File: config.mk
export PLATFORM = sky130hd
export DESIGN_NAME = i2cq_regs
export DESIGN_NICKNAME = d
export VERILOG_FILES = /design/src/rtl/i2cq_pkg.sv /design/src/rtl/i2cq_fifo.sv /design/src/rtl/i2cq_irq.sv /design/src/rtl/i2cq_regs.sv
export SDC_FILE = /design/constraint.sdc
export NUM_CORES = 1
export LEC_CHECK = 0
export BUFFER_PORTS_ARGS = -buffer_cell sky130_fd_sc_hd__buf_2
export CORE_MARGIN = 5
export CORE_UTILIZATION = 49
export CTS_CLUSTER_DIAMETER = 150
export DETAILED_ROUTE_END_ITERATION = 16
export PLACE_DENSITY = 0.76
export RECOVER_POWER = 100
export SYNTH_ARGS = -nofsm -noshare
export SYNTH_HDL_FRONTEND = slang
export SYNTH_SLANG_ARGS = --single-unit
File: constraint.sdc
create_clock -name clk -period 2.19 [get_ports clk]
set_input_delay 0.219 -clock clk [delete_from_list [all_inputs] [get_ports clk]]
set_output_delay 0.219 -clock clk [all_outputs]
set_load 0.05 [all_outputs]
File: src/rtl/i2cq_pkg.sv
package i2cq_pkg;
  // word index = byte address >> 2
  localparam logic [2:0] IX_CMD    = 3'd0;
  localparam logic [2:0] IX_RXD    = 3'd1;
  localparam logic [2:0] IX_CTRL   = 3'd2;
  localparam logic [2:0] IX_IEN    = 3'd3;
  localparam logic [2:0] IX_ISTAT  = 3'd4;
  localparam logic [2:0] IX_STAT   = 3'd5;
  localparam logic [2:0] IX_CLVL   = 3'd6;
  localparam logic [2:0] IX_RLVL   = 3'd7;

  localparam int CMD_W   = 10;
  localparam int CTRL_W  = 6;
  localparam int INT_W   = 5;

  // interrupt bit positions
  localparam int B_TXR  = 0;
  localparam int B_RXR  = 1;
  localparam int B_NACK = 2;
  localparam int B_ARB  = 3;
  localparam int B_OVF  = 4;
endpackage

File: src/rtl/i2cq_fifo.sv
module i2cq_fifo #(
  parameter int W     = 8,
  parameter int DEPTH = 4,
  localparam int LVL_W = $clog2(DEPTH + 1),
  localparam int PTR_W = (DEPTH > 1) ? $clog2(DEPTH) : 1
) (
  input  logic             clk,
  input  logic             rst_n,
  input  logic             flush,
  input  logic             push,
  input  logic [W-1:0]     din,
  input  logic             pop,
  output logic [W-1:0]     dout,
  output logic [LVL_W-1:0] level,
  output logic             full,
  output logic             empty
);
  logic [W-1:0]     mem [DEPTH];
  logic [PTR_W-1:0] wp, rp;
  logic             do_push, do_pop;

  assign full    = (level == LVL_W'(DEPTH));
  assign empty   = (level == '0);
  assign do_push = push && !full && !flush;
  assign do_pop  = pop && !empty && !flush;
  assign dout    = mem[rp];

  function automatic logic [PTR_W-1:0] nxt(input logic [PTR_W-1:0] p);
    return (p == PTR_W'(DEPTH - 1)) ? '0 : p + 1'b1;
  endfunction

  always_ff @(posedge clk) begin
    if (do_push) mem[wp] <= din;
  end

  always_ff @(posedge clk or negedge rst_n) begin
    if (!rst_n) begin
      wp    <= '0;
      rp    <= '0;
      level <= '0;
    end else if (flush) begin
      wp    <= '0;
      rp    <= '0;
      level <= '0;
    end else begin
      if (do_push) wp <= nxt(wp);
      if (do_pop)  rp <= nxt(rp);
      case ({do_push, do_pop})
        2'b10:   level <= level + 1'b1;
        2'b01:   level <= level - 1'b1;
        default: level <= level;
      endcase
    end
  end
endmodule

File: src/rtl/i2cq_irq.sv
module i2cq_irq
  import i2cq_pkg::*;
(
  input  logic             clk,
  input  logic             rst_n,
  input  logic             set_ovf,
  input  logic             set_arb,
  input  logic             set_nack,
  input  logic             clr_wr,
  input  logic [INT_W-1:0] clr_bits,
  input  logic             tx_rdy,
  input  logic             rx_rdy,
  input  logic [INT_W-1:0] ien,
  output logic [INT_W-1:0] istat,
  output logic             irq
);
  logic ovf_q, arb_q, nack_q;

  always_ff @(posedge clk or negedge rst_n) begin
    if (!rst_n) begin
      ovf_q  <= 1'b0;
      arb_q  <= 1'b0;
      nack_q <= 1'b0;
    end else begin
      // a new event in the same cycle as a clear wins
      ovf_q  <= set_ovf  | (ovf_q  & ~(clr_wr & clr_bits[B_OVF]));
      arb_q  <= set_arb  | (arb_q  & ~(clr_wr & clr_bits[B_ARB]));
      nack_q <= set_nack | (nack_q & ~(clr_wr & clr_bits[B_NACK]));
    end
  end

  always_comb begin
    istat         = '0;
    istat[B_TXR]  = tx_rdy;
    istat[B_RXR]  = rx_rdy;
    istat[B_NACK] = nack_q;
    istat[B_ARB]  = arb_q;
    istat[B_OVF]  = ovf_q;
  end

  assign irq = |(istat & ien);
endmodule

File: src/rtl/i2cq_regs.sv
module i2cq_regs
  import i2cq_pkg::*;
#(
  parameter int DEPTH  = 4,
  parameter int ADDR_W = 5,
  localparam int LVL_W = $clog2(DEPTH + 1)
) (
  input  logic              clk,
  input  logic              rst_n,
  input  logic              reg_wr,
  input  logic              reg_rd,
  input  logic [ADDR_W-1:0] reg_addr,
  input  logic [31:0]       reg_wdata,
  output logic [31:0]       reg_rdata,
  output logic              cmd_valid,
  input  logic              cmd_ready,
  output logic [CMD_W-1:0]  cmd_data,
  input  logic              rx_valid,
  input  logic [7:0]        rx_data,
  input  logic              evt_arb,
  input  logic              evt_nack,
  input  logic              eng_busy,
  output logic              core_en,
  output logic              fast_mode,
  output logic              irq
);
  logic [CTRL_W-1:0] ctrl_q;
  logic [INT_W-1:0]  ien_q;
  logic [INT_W-1:0]  isr;
  logic [2:0]        idx;
  logic              wr_cmd, wr_ctrl, wr_ien, wr_isr, rd_rxd;
  logic              flush;
  logic [LVL_W-1:0]  cmd_lvl, rx_lvl;
  logic              cmd_full, cmd_empty, rx_full, rx_empty;
  logic [7:0]        rx_dout;
  logic              tx_rdy, rx_rdy, ovf_evt;

  assign idx     = reg_addr[4:2];
  assign wr_cmd  = reg_wr && (idx == IX_CMD);
  assign wr_ctrl = reg_wr && (idx == IX_CTRL);
  assign wr_ien  = reg_wr && (idx == IX_IEN);
  assign wr_isr  = reg_wr && (idx == IX_ISTAT);
  assign rd_rxd  = reg_rd && (idx == IX_RXD);

  assign core_en   = ctrl_q[0];
  assign fast_mode = ctrl_q[1];
  assign flush     = !ctrl_q[0] || (wr_ctrl && !reg_wdata[0]);

  always_ff @(posedge clk or negedge rst_n) begin
    if (!rst_n) begin
      ctrl_q <= '0;
      ien_q  <= '0;
    end else begin
      if (wr_ctrl) ctrl_q <= reg_wdata[CTRL_W-1:0];
      if (wr_ien)  ien_q  <= reg_wdata[INT_W-1:0];
    end
  end

  i2cq_fifo #(.W(CMD_W), .DEPTH(DEPTH)) u_cmdq (
    .clk(clk), .rst_n(rst_n), .flush(flush),
    .push(wr_cmd), .din(reg_wdata[CMD_W-1:0]),
    .pop(cmd_valid && cmd_ready), .dout(cmd_data),
    .level(cmd_lvl), .full(cmd_full), .empty(cmd_empty)
  );

  i2cq_fifo #(.W(8), .DEPTH(DEPTH)) u_rxq (
    .clk(clk), .rst_n(rst_n), .flush(flush),
    .push(rx_valid), .din(rx_data),
    .pop(rd_rxd), .dout(rx_dout),
    .level(rx_lvl), .full(rx_full), .empty(rx_empty)
  );

  assign cmd_valid = core_en && !cmd_empty;
  assign ovf_evt   = rx_valid && core_en && rx_full && !flush;
  assign tx_rdy    = core_en && (int'(cmd_lvl) <= int'(ctrl_q[3:2]));
  assign rx_rdy    = core_en && (int'(rx_lvl) > int'(ctrl_q[5:4]));

  i2cq_irq u_irq (
    .clk(clk), .rst_n(rst_n),
    .set_ovf(ovf_evt), .set_arb(evt_arb), .set_nack(evt_nack),
    .clr_wr(wr_isr), .clr_bits(reg_wdata[INT_W-1:0]),
    .tx_rdy(tx_rdy), .rx_rdy(rx_rdy), .ien(ien_q),
    .istat(isr), .irq(irq)
  );

  always_comb begin
    reg_rdata = '0;
    case (idx)
      IX_RXD:   reg_rdata[7:0]        = rx_empty ? 8'h00 : rx_dout;
      IX_CTRL:  reg_rdata[CTRL_W-1:0] = ctrl_q;
      IX_IEN:   reg_rdata[INT_W-1:0]  = ien_q;
      IX_ISTAT: reg_rdata[INT_W-1:0]  = isr;
      IX_STAT:  reg_rdata[0]          = core_en && (eng_busy || !cmd_empty);
      IX_CLVL:  reg_rdata[LVL_W-1:0]  = cmd_lvl;
      IX_RLVL:  reg_rdata[LVL_W-1:0]  = rx_lvl;
      default:  reg_rdata = '0;
    endcase
  end
endmodule

==> results of run 1 <==
==> registers in the layout (all words and copies together), names as in the netlist <==
| register | count |
|---|---|
| ctrl_q | 6 |
| u_cmdq.level | 3 |
| u_rxq.wp | 2 |
| ien_q | 5 |
| u_cmdq.rp | 2 |
| u_rxq.mem | 32 |
| u_irq.ovf_q | 1 |
| u_irq.nack_q | 1 |
| u_rxq.level | 3 |
| u_rxq.rp | 2 |
| u_cmdq.wp | 2 |
| u_irq.arb_q | 1 |
| u_cmdq.mem | 40 |
==> layer usage <==
| metal | vias to the layer above | track usage | wire, um |
|---|---|---|---|
| li1 | 1333 | - | - |
| met1 | 1422 | 0.194 | 3740 |
| met2 | 85 | 0.292 | 5110 |
| met3 | 12 | 0.0384 | 565 |
| met4 | 0 | 0.0586 | 126 |
| met5 | - | 0 | 0 |
==> synth_stat cells, types with 2 or more instances <==
| cell type | number |
|---|---|
| a21o_1 | 2 |
| a21oi_1 | 8 |
| a221o_1 | 2 |
| a22oi_1 | 5 |
| a32o_1 | 2 |
| and2_1 | 2 |
| and3_1 | 13 |
| buf_2 | 7 |
| buf_4 | 26 |
| clkbuf_1 | 3 |
| dfrtp_1 | 28 |
| edfxtp_1 | 72 |
| fa_1 | 2 |
| ha_1 | 14 |
| inv_1 | 16 |
| mux2_2 | 5 |
| mux2i_1 | 5 |
| mux4_2 | 19 |
| nand2_1 | 26 |
| nand3_1 | 8 |
| nor2_1 | 13 |
| nor2b_1 | 3 |
| nor3_1 | 7 |
| o21ai_0 | 10 |
| o31ai_1 | 2 |
| or3_1 | 2 |
| xnor2_1 | 2 |
==> through the flow <==
step	util	worst slack (ps)	hold slack, ps	total power, mW	cell area, um^2
after global placement	0.549	135	276	3.01	5100
after CTS	0.585	-64.3	15.1	4.22	5430
final	0.596	-35.3	29.0	4.26	5530
after detailed placement	0.549	86.1	285	3.04	5100
after floorplan	-	31.6	-76.6	2.83	4790
after global routing	0.596	-115	12.8	4.44	5530
==> worst max-delay path, stage by stage (launching register included) <==
cell and delay (ps):
dfrtp_1 400, buf_6 140, ha_4 260, a21oi_2 50, a21oi_2 110, o21ai_2 70
o41ai_2 340, buf_4 270
==> placed cells by master (no fill, tap or decap), drive strengths merged, types with 2 or more instances in the layout <==
cell type  synthesis  layout
o21ai             11      11
o31ai              2       2
nor2              14      14
inv               16      18
edfxtp            72      72
a21oi              8       8
nor2b              3       3
conb               1      24
mux4              19      19
nand2             26      26
ha                14      14
buf               34      61
dfrtp             28      28
nor3               7       7
nor3b              2       2
or3                2       2
xnor2              3       3
clkbuf             3      33
clkinv             0       2
and3              13      13
mux2i              5       5
mux2               5       5
a22oi              5       5
and4bb             2       2
a21o               3       3
fa                 2       2
a221o              2       2
and2               3       3
nand3              9       9
a32o               2       2
==> cells by family after synthesis <==
| kind of cell | count (synthesis) |
|---|---|
| flip-flops | 100 |
| AND/OR/NAND/NOR | 83 |
| XOR/XNOR | 4 |
| multiplexers | 29 |
| other | 1 |
| adder cells (fa/ha/maj) | 16 |
| AO/OA/AOI/OAI | 41 |
| buffers and inverters | 53 |
==> layout make-up <==
| class | instances | area (um^2) |
|---|---|---|
| fillers | 739 | 3750 |
| repair buffers | 84 | 505 |
| well taps | 129 | 161 |
| inverters | 16 | 60.1 |
| flip-flops and latches | 100 | 2870 |
| clock inverters | 5 | 45.0 |
| clock buffers | 11 | 141 |
| multi-input cells | 197 | 1750 |
==> timing repair <==
action,in CTS,in global routing
pin swaps,7,11
gates resized for setup,21,20
endpoints found under the hold margin,28,0
setup buffers,7,6
setup endpoints to repair,9,8
hold buffers,1,0
==> power groups by stage <==
stage	clock network (mW)	registers (mW)	logic [mW]
finish	1.11	2.21	0.934
global route	1.21	2.22	1.00
CTS	1.14	2.21	0.870
detailed placement	0	2.25	0.784
global placement	0	2.25	0.758
floorplan	0	2.26	0.577
==> path summary, 6_finish.rpt <==
kind                                                  from                          end  slack, ps  depth (start not counted)
worst max-delay path            u_rxq.level[1]$_DFFE_PN0P_                 reg_rdata[1]        -40                          7
worst max register to register  u_rxq.level[1]$_DFFE_PN0P_   u_rxq.level[2]$_DFFE_PN0P_         20                         10
max in group asynchronous                            rst_n  u_cmdq.level[1]$_DFFE_PN0P_        370                          2
worst min register to register       ctrl_q[2]$_DFFE_PN0N_        ctrl_q[2]$_DFFE_PN0N_        520                          2
min in group asynchronous                            rst_n      u_rxq.wp[1]$_DFFE_PN0P_        780                          2
worst min-delay path                              evt_nack       u_irq.nack_q$_DFF_PN0_         30                          2
==> results.json, run 1 <==
{
  "worstMarginPinSlew_ps": 1590,
  "start_util": 0.506,
  "drt-initial-drc-count": 152,
  "hold_viol_final": 0,
  "nets": 478,
  "hold_class": "in -> reg",
  "dp.cells": 512,
  "rsz0062_at_grt": "true",
  "clkPwrFrac": 0.261,
  "synth_warnings": 0,
  "ys.flop_type": "edfxtp_1",
  "yosys.area.top_type_share": 0.461,
  "cts.sink_count": 100,
  "clk_pin_slew_ps": 100,
  "finalMaxSlewViolations": 29,
  "p_leak_nw": 2.16,
  "io_pins": 100,
  "setup_viol": 3,
  "switchingPower_mw": 1.32,
  "synth-xor-area-share": 0.0115,
  "synth_area_leader_cell": "edfxtp_1",
  "ys_seq_area_frac": 0.610,
  "synth_cell_types": 50,
  "drtPass1Iterations": 4,
  "numCtsBuffers": 9,
  "coreArea_mm2": 0.00928,
  "postSynthRegisterBits": 100,
  "finalNonFillerCells": 542,
  "synth-async-reset-ratio": 0.280,
  "drc": 0,
  "crit_path_end_kind": "output pin",
  "clock-root-buffer": "clkbuf_8",
  "grt_pass1_wl_um": 14500,
  "syn_area_mm2": 0.00469,
  "max_freq_mhz": 449,
  "grt.overflow.total": 0,
  "ctsHtreeMaxLevel": 3,
  "cp.arrival_ps": 2010,
  "antenna_cells": 0,
  "status": "finished with violations",
  "final.setup_skew_ps": 8.49,
  "p_comb_frac": 0.220,
  "fin_crit_sh": 1.02,
  "powerDensity_mw_per_mm2": 769,
  "synth-compound-area-share": 0.0592,
  "synth_area_leaders": "edfxtp_1 (46%), dfrtp_1 (15%), mux4_2 (9.1%), buf_4 (4.2%), ha_1 (3.7%)",
  "required_ps": 1970,
  "p_int_mw": 2.94,
  "cp-start-kind": "flip-flop",
  "place_hpwl_um": 6780,
  "critPathKind": "reg -> out",
  "portBuffers": 51,
  "wl_per_cell_um": 17.6,
  "viasPerCell": 5.26,
  "drv_cap": 1,
  "swShare": 0.310,
  "cp_max_fo": 3,
  "synth_top_family_by_area": "multiplexers",
  "clock_insertion_delay_worst_skew_ps": 360,
  "setup_tns_ps": -80.6,
  "synth-edff-count": 72,
  "drt-total-wl_um": 9540,
  "die_h_um": 108,
  "antenna_found_initial": 0,
  "die-area_mm2": 0.0116,
  "clockBufferDepth": 2,
  "avgSynthCellArea_um2": 14.4,
  "yosys.area_share.simple": 0.0925,
  "ir_drop_v": 0.000570,
  "p_seq_frac": 0.520,
  "grt_pass1_vias": 2888,
  "grt_util_all_layers": 0.164,
  "core.rowCount": 35,
  "slew-limit-headroom": -0.0605,
  "violations": "capacitance limit, slew limit, setup timing",
  "min_period_ps": 2230,
  "grt_max_degree": 29,
  "place_congestion": 0.893,
  "dieWidth_um": 108,
  "area_delta_synth_final_pct": 17.8,
  "fin_ws_ps": -35.3,
  "cts_tree": "built",
  "postRouteAntennaNets": 0,
  "vias": 2852,
  "post_synth_fa_ha_maj_area_fraction": 0.0458,
  "netlist_instances": 327,
  "drive_gt1_frac": 0.322,
  "synthMuxAreaShare": 0.114
}
No activity file was read; power rests on OpenSTA's default activity.
==> run 2, diff against run 1 <==
--- a/config.mk
+++ b/config.mk
@@ -12,6 +12,7 @@
 export DETAILED_ROUTE_END_ITERATION = 16
 export PLACE_DENSITY = 0.76
 export RECOVER_POWER = 100
+export SETUP_SLACK_MARGIN = 0.2
 export SYNTH_ARGS = -nofsm -noshare
 export SYNTH_HDL_FRONTEND = slang
 export SYNTH_SLANG_ARGS = --single-unit
==> run 2 against run 1 <==
Effect of this change:
- the run ends with setup timing left
- sequential power hardly changed
- worst hold slack worse by 2.0 ps
- first-iteration DRC count is 9.9% lower
- global-route usage is 0.52 points higher
- die area stayed put
- power is 3.0% higher
- clock power is 6% higher
- fmax is 0.86% higher
- flip-flop and latch count stayed put
- core utilization is 2.5 points higher
- clock skew is 1.8 ps lower
==> results.json, run 2 (synthesis gave the netlist of run 1 again) <==
{
  "cp_max_fo": 7,
  "largest_reg_flops": 40,
  "drc": 0,
  "rsz0062_at_grt": "true",
  "crit_path_end_kind": "output pin",
  "vias": 2912,
  "hold_viol_final": 0,
  "cts.sink_count": 100,
  "cts_tree": "built",
  "min_from": "evt_nack",
  "cp-start-kind": "flip-flop",
  "coreArea_mm2": 0.00928,
  "dp.cells": 517,
  "min_period_ps": 2210,
  "postRouteAntennaNets": 0,
  "grt_max_degree": 29,
  "fin_crit_sh": 1.01,
  "antenna_found_initial": 0,
  "r2r_cells": 7,
  "finalMaxSlewViolations": 0,
  "route.met3.wl_um": 528,
  "area_delta_synth_final_pct": 22.8,
  "p_leak_nw": 2.25,
  "wl_met1_um": 3840,
  "place_congestion": 0.857,
  "clockBufferDepth": 2,
  "io_pins": 100,
  "cp.arrival_ps": 1990,
  "clock-root-buffer": "clkbuf_8",
  "powerDensity_mw_per_mm2": 760,
  "slowest_stage": "dfrtp_1",
  "grt_pass1_wl_um": 15000,
  "clock_insertion_delay_worst_skew_ps": 360,
  "required_ps": 1970,
  "r2r-start": "u_cmdq.level[1]$_DFFE_PN0P_",
  "die-area_mm2": 0.0116,
  "drtPass1Iterations": 4,
  "antenna_cells": 0,
  "fin_area_mm2": 0.00577,
  "path_cells": "buf_4 > or3_4 > and2_4 > a221o_1 > buf_6",
  "core.rowCount": 35,
  "grt_pass1_vias": 2985,
  "critPathBufInv": 2,
  "wl_met2_um": 5110,
  "regMostFlops": "u_cmdq.mem",
  "status": "finished with violations",
  "final_cell_mix": "edfxtp_1 (72), buf_4 (32), dfrtp_1 (26)",
  "ctsHtreeMaxLevel": 3,
  "die_h_um": 108,
  "setup_viol": 1,
  "hold_class": "in -> reg",
  "holdPathEnd": "u_irq.nack_q$_DFF_PN0_",
  "critPathKind": "reg -> out",
  "drive_gt1_frac": 0.370,
  "cpPeakStageDelay_ps": 400,
  "nets": 487,
  "worstMarginPinSlew_ps": 683,
  "mostFrequentLayoutCell": "edfxtp_1",
  "grt_util_all_layers": 0.169,
  "slew-limit-headroom": 0.545,
  "drt-total-wl_um": 9640,
  "start_util": 0.506,
  "reg2reg_to": "u_cmdq.level[2]$_DFFE_PN0P_",
  "finalNonFillerCells": 551,
  "viasPerCell": 5.28,
  "fin_ws_ps": -16.2,
  "ir_drop_v": 0.000586,
  "place_area_mm2": 0.00522,
  "max_freq_mhz": 453,
  "reg_top3": "u_cmdq.mem: 40 flops, u_rxq.mem: 32 flops, ctrl_q: 6 flops",
  "hold_path_depth": 2,
  "preCtsSetupSlack_ps": 96.6,
  "violations": "setup timing",
  "numCtsBuffers": 9,
  "wl_per_cell_um": 17.5,
  "drt-initial-drc-count": 137,
  "place_hpwl_um": 6660,
  "routed.top_layer": "met4",
  "clk_pin_slew_ps": 100,
  "r2r_slack_ps": 70,
  "critPathTopFamily": "simple AND/OR/NAND/NOR gates",
  "portBuffers": 51,
  "drv_cap": 0,
  "grt.overflow.total": 0,
  "final.setup_skew_ps": 6.67,
  "dieWidth_um": 108
}
[run 2: worst max-delay path by stage]
stage / slack, ps / cells past startpoint / from / end
after global routing: -80 / 5 / u_rxq.level[1]$_DFFE_PN0P_ / reg_rdata[4]
final: -20 / 5 / u_rxq.level[1]$_DFFE_PN0P_ / reg_rdata[4]
after detailed placement: 100 / 7 / u_cmdq.level[1]$_DFFE_PN0P_ / u_cmdq.level[2]$_DFFE_PN0P_
after CTS: -40 / 7 / u_rxq.level[1]$_DFFE_PN0P_ / reg_rdata[1]
after global placement: 150 / 4 / u_rxq.rp[0]$_DFFE_PN0P_ / reg_rdata[0]
after floorplan: 50 / 5 / u_rxq.level[1]$_DFFE_PN0P_ / reg_rdata[1]
[run 2: report_power, final]
part           switching, mW  leakage [nW]  internal [mW]  total [mW]
Clock                  0.648        0.0992          0.536        1.18
Sequential            0.0810          1.01           2.13        2.21
Combinational          0.603          1.15          0.385       0.988
Total                   1.33          2.25           3.05        4.38
[run 2: repair_timing]
action,CTS,global route
hold endpoints to repair,28,0
setup endpoints to repair,22,23
pin swaps,15,7
resized for setup,44,16
hold buffers,1,0
setup buffers,11,6
[run 2: metal layers]
| metal | vias up | global-route usage |
|---|---|---|
| li1 | 1353 | - |
| met1 | 1456 | 0.200 |
| met2 | 87 | 0.302 |
| met3 | 16 | 0.0510 |
| met4 | 0 | 0.0424 |
| met5 | - | 0 |
[run 2: per-stage QoR]
step	utilization	TNS, ps	hold slack, ps	power, mW
floorplan	-	0	-76.6	2.85
global placement	0.562	0	274	3.03
detailed placement	0.562	0	286	3.05
CTS	0.612	-82.0	16.8	4.36
global route	0.621	-373	9.24	4.61
finish	0.621	-16.2	27.1	4.38
[run 2: area by class of cell]
type,count,area [um^2]
Clock buffer,9,124
Multi-Input combinational cell,197,1780
Fill cell,704,3520
Clock inverter,7,75.1
Timing Repair Buffer,93,699
Inverter,16,60.1
Tap cell,129,161
Sequential cell,100,2870
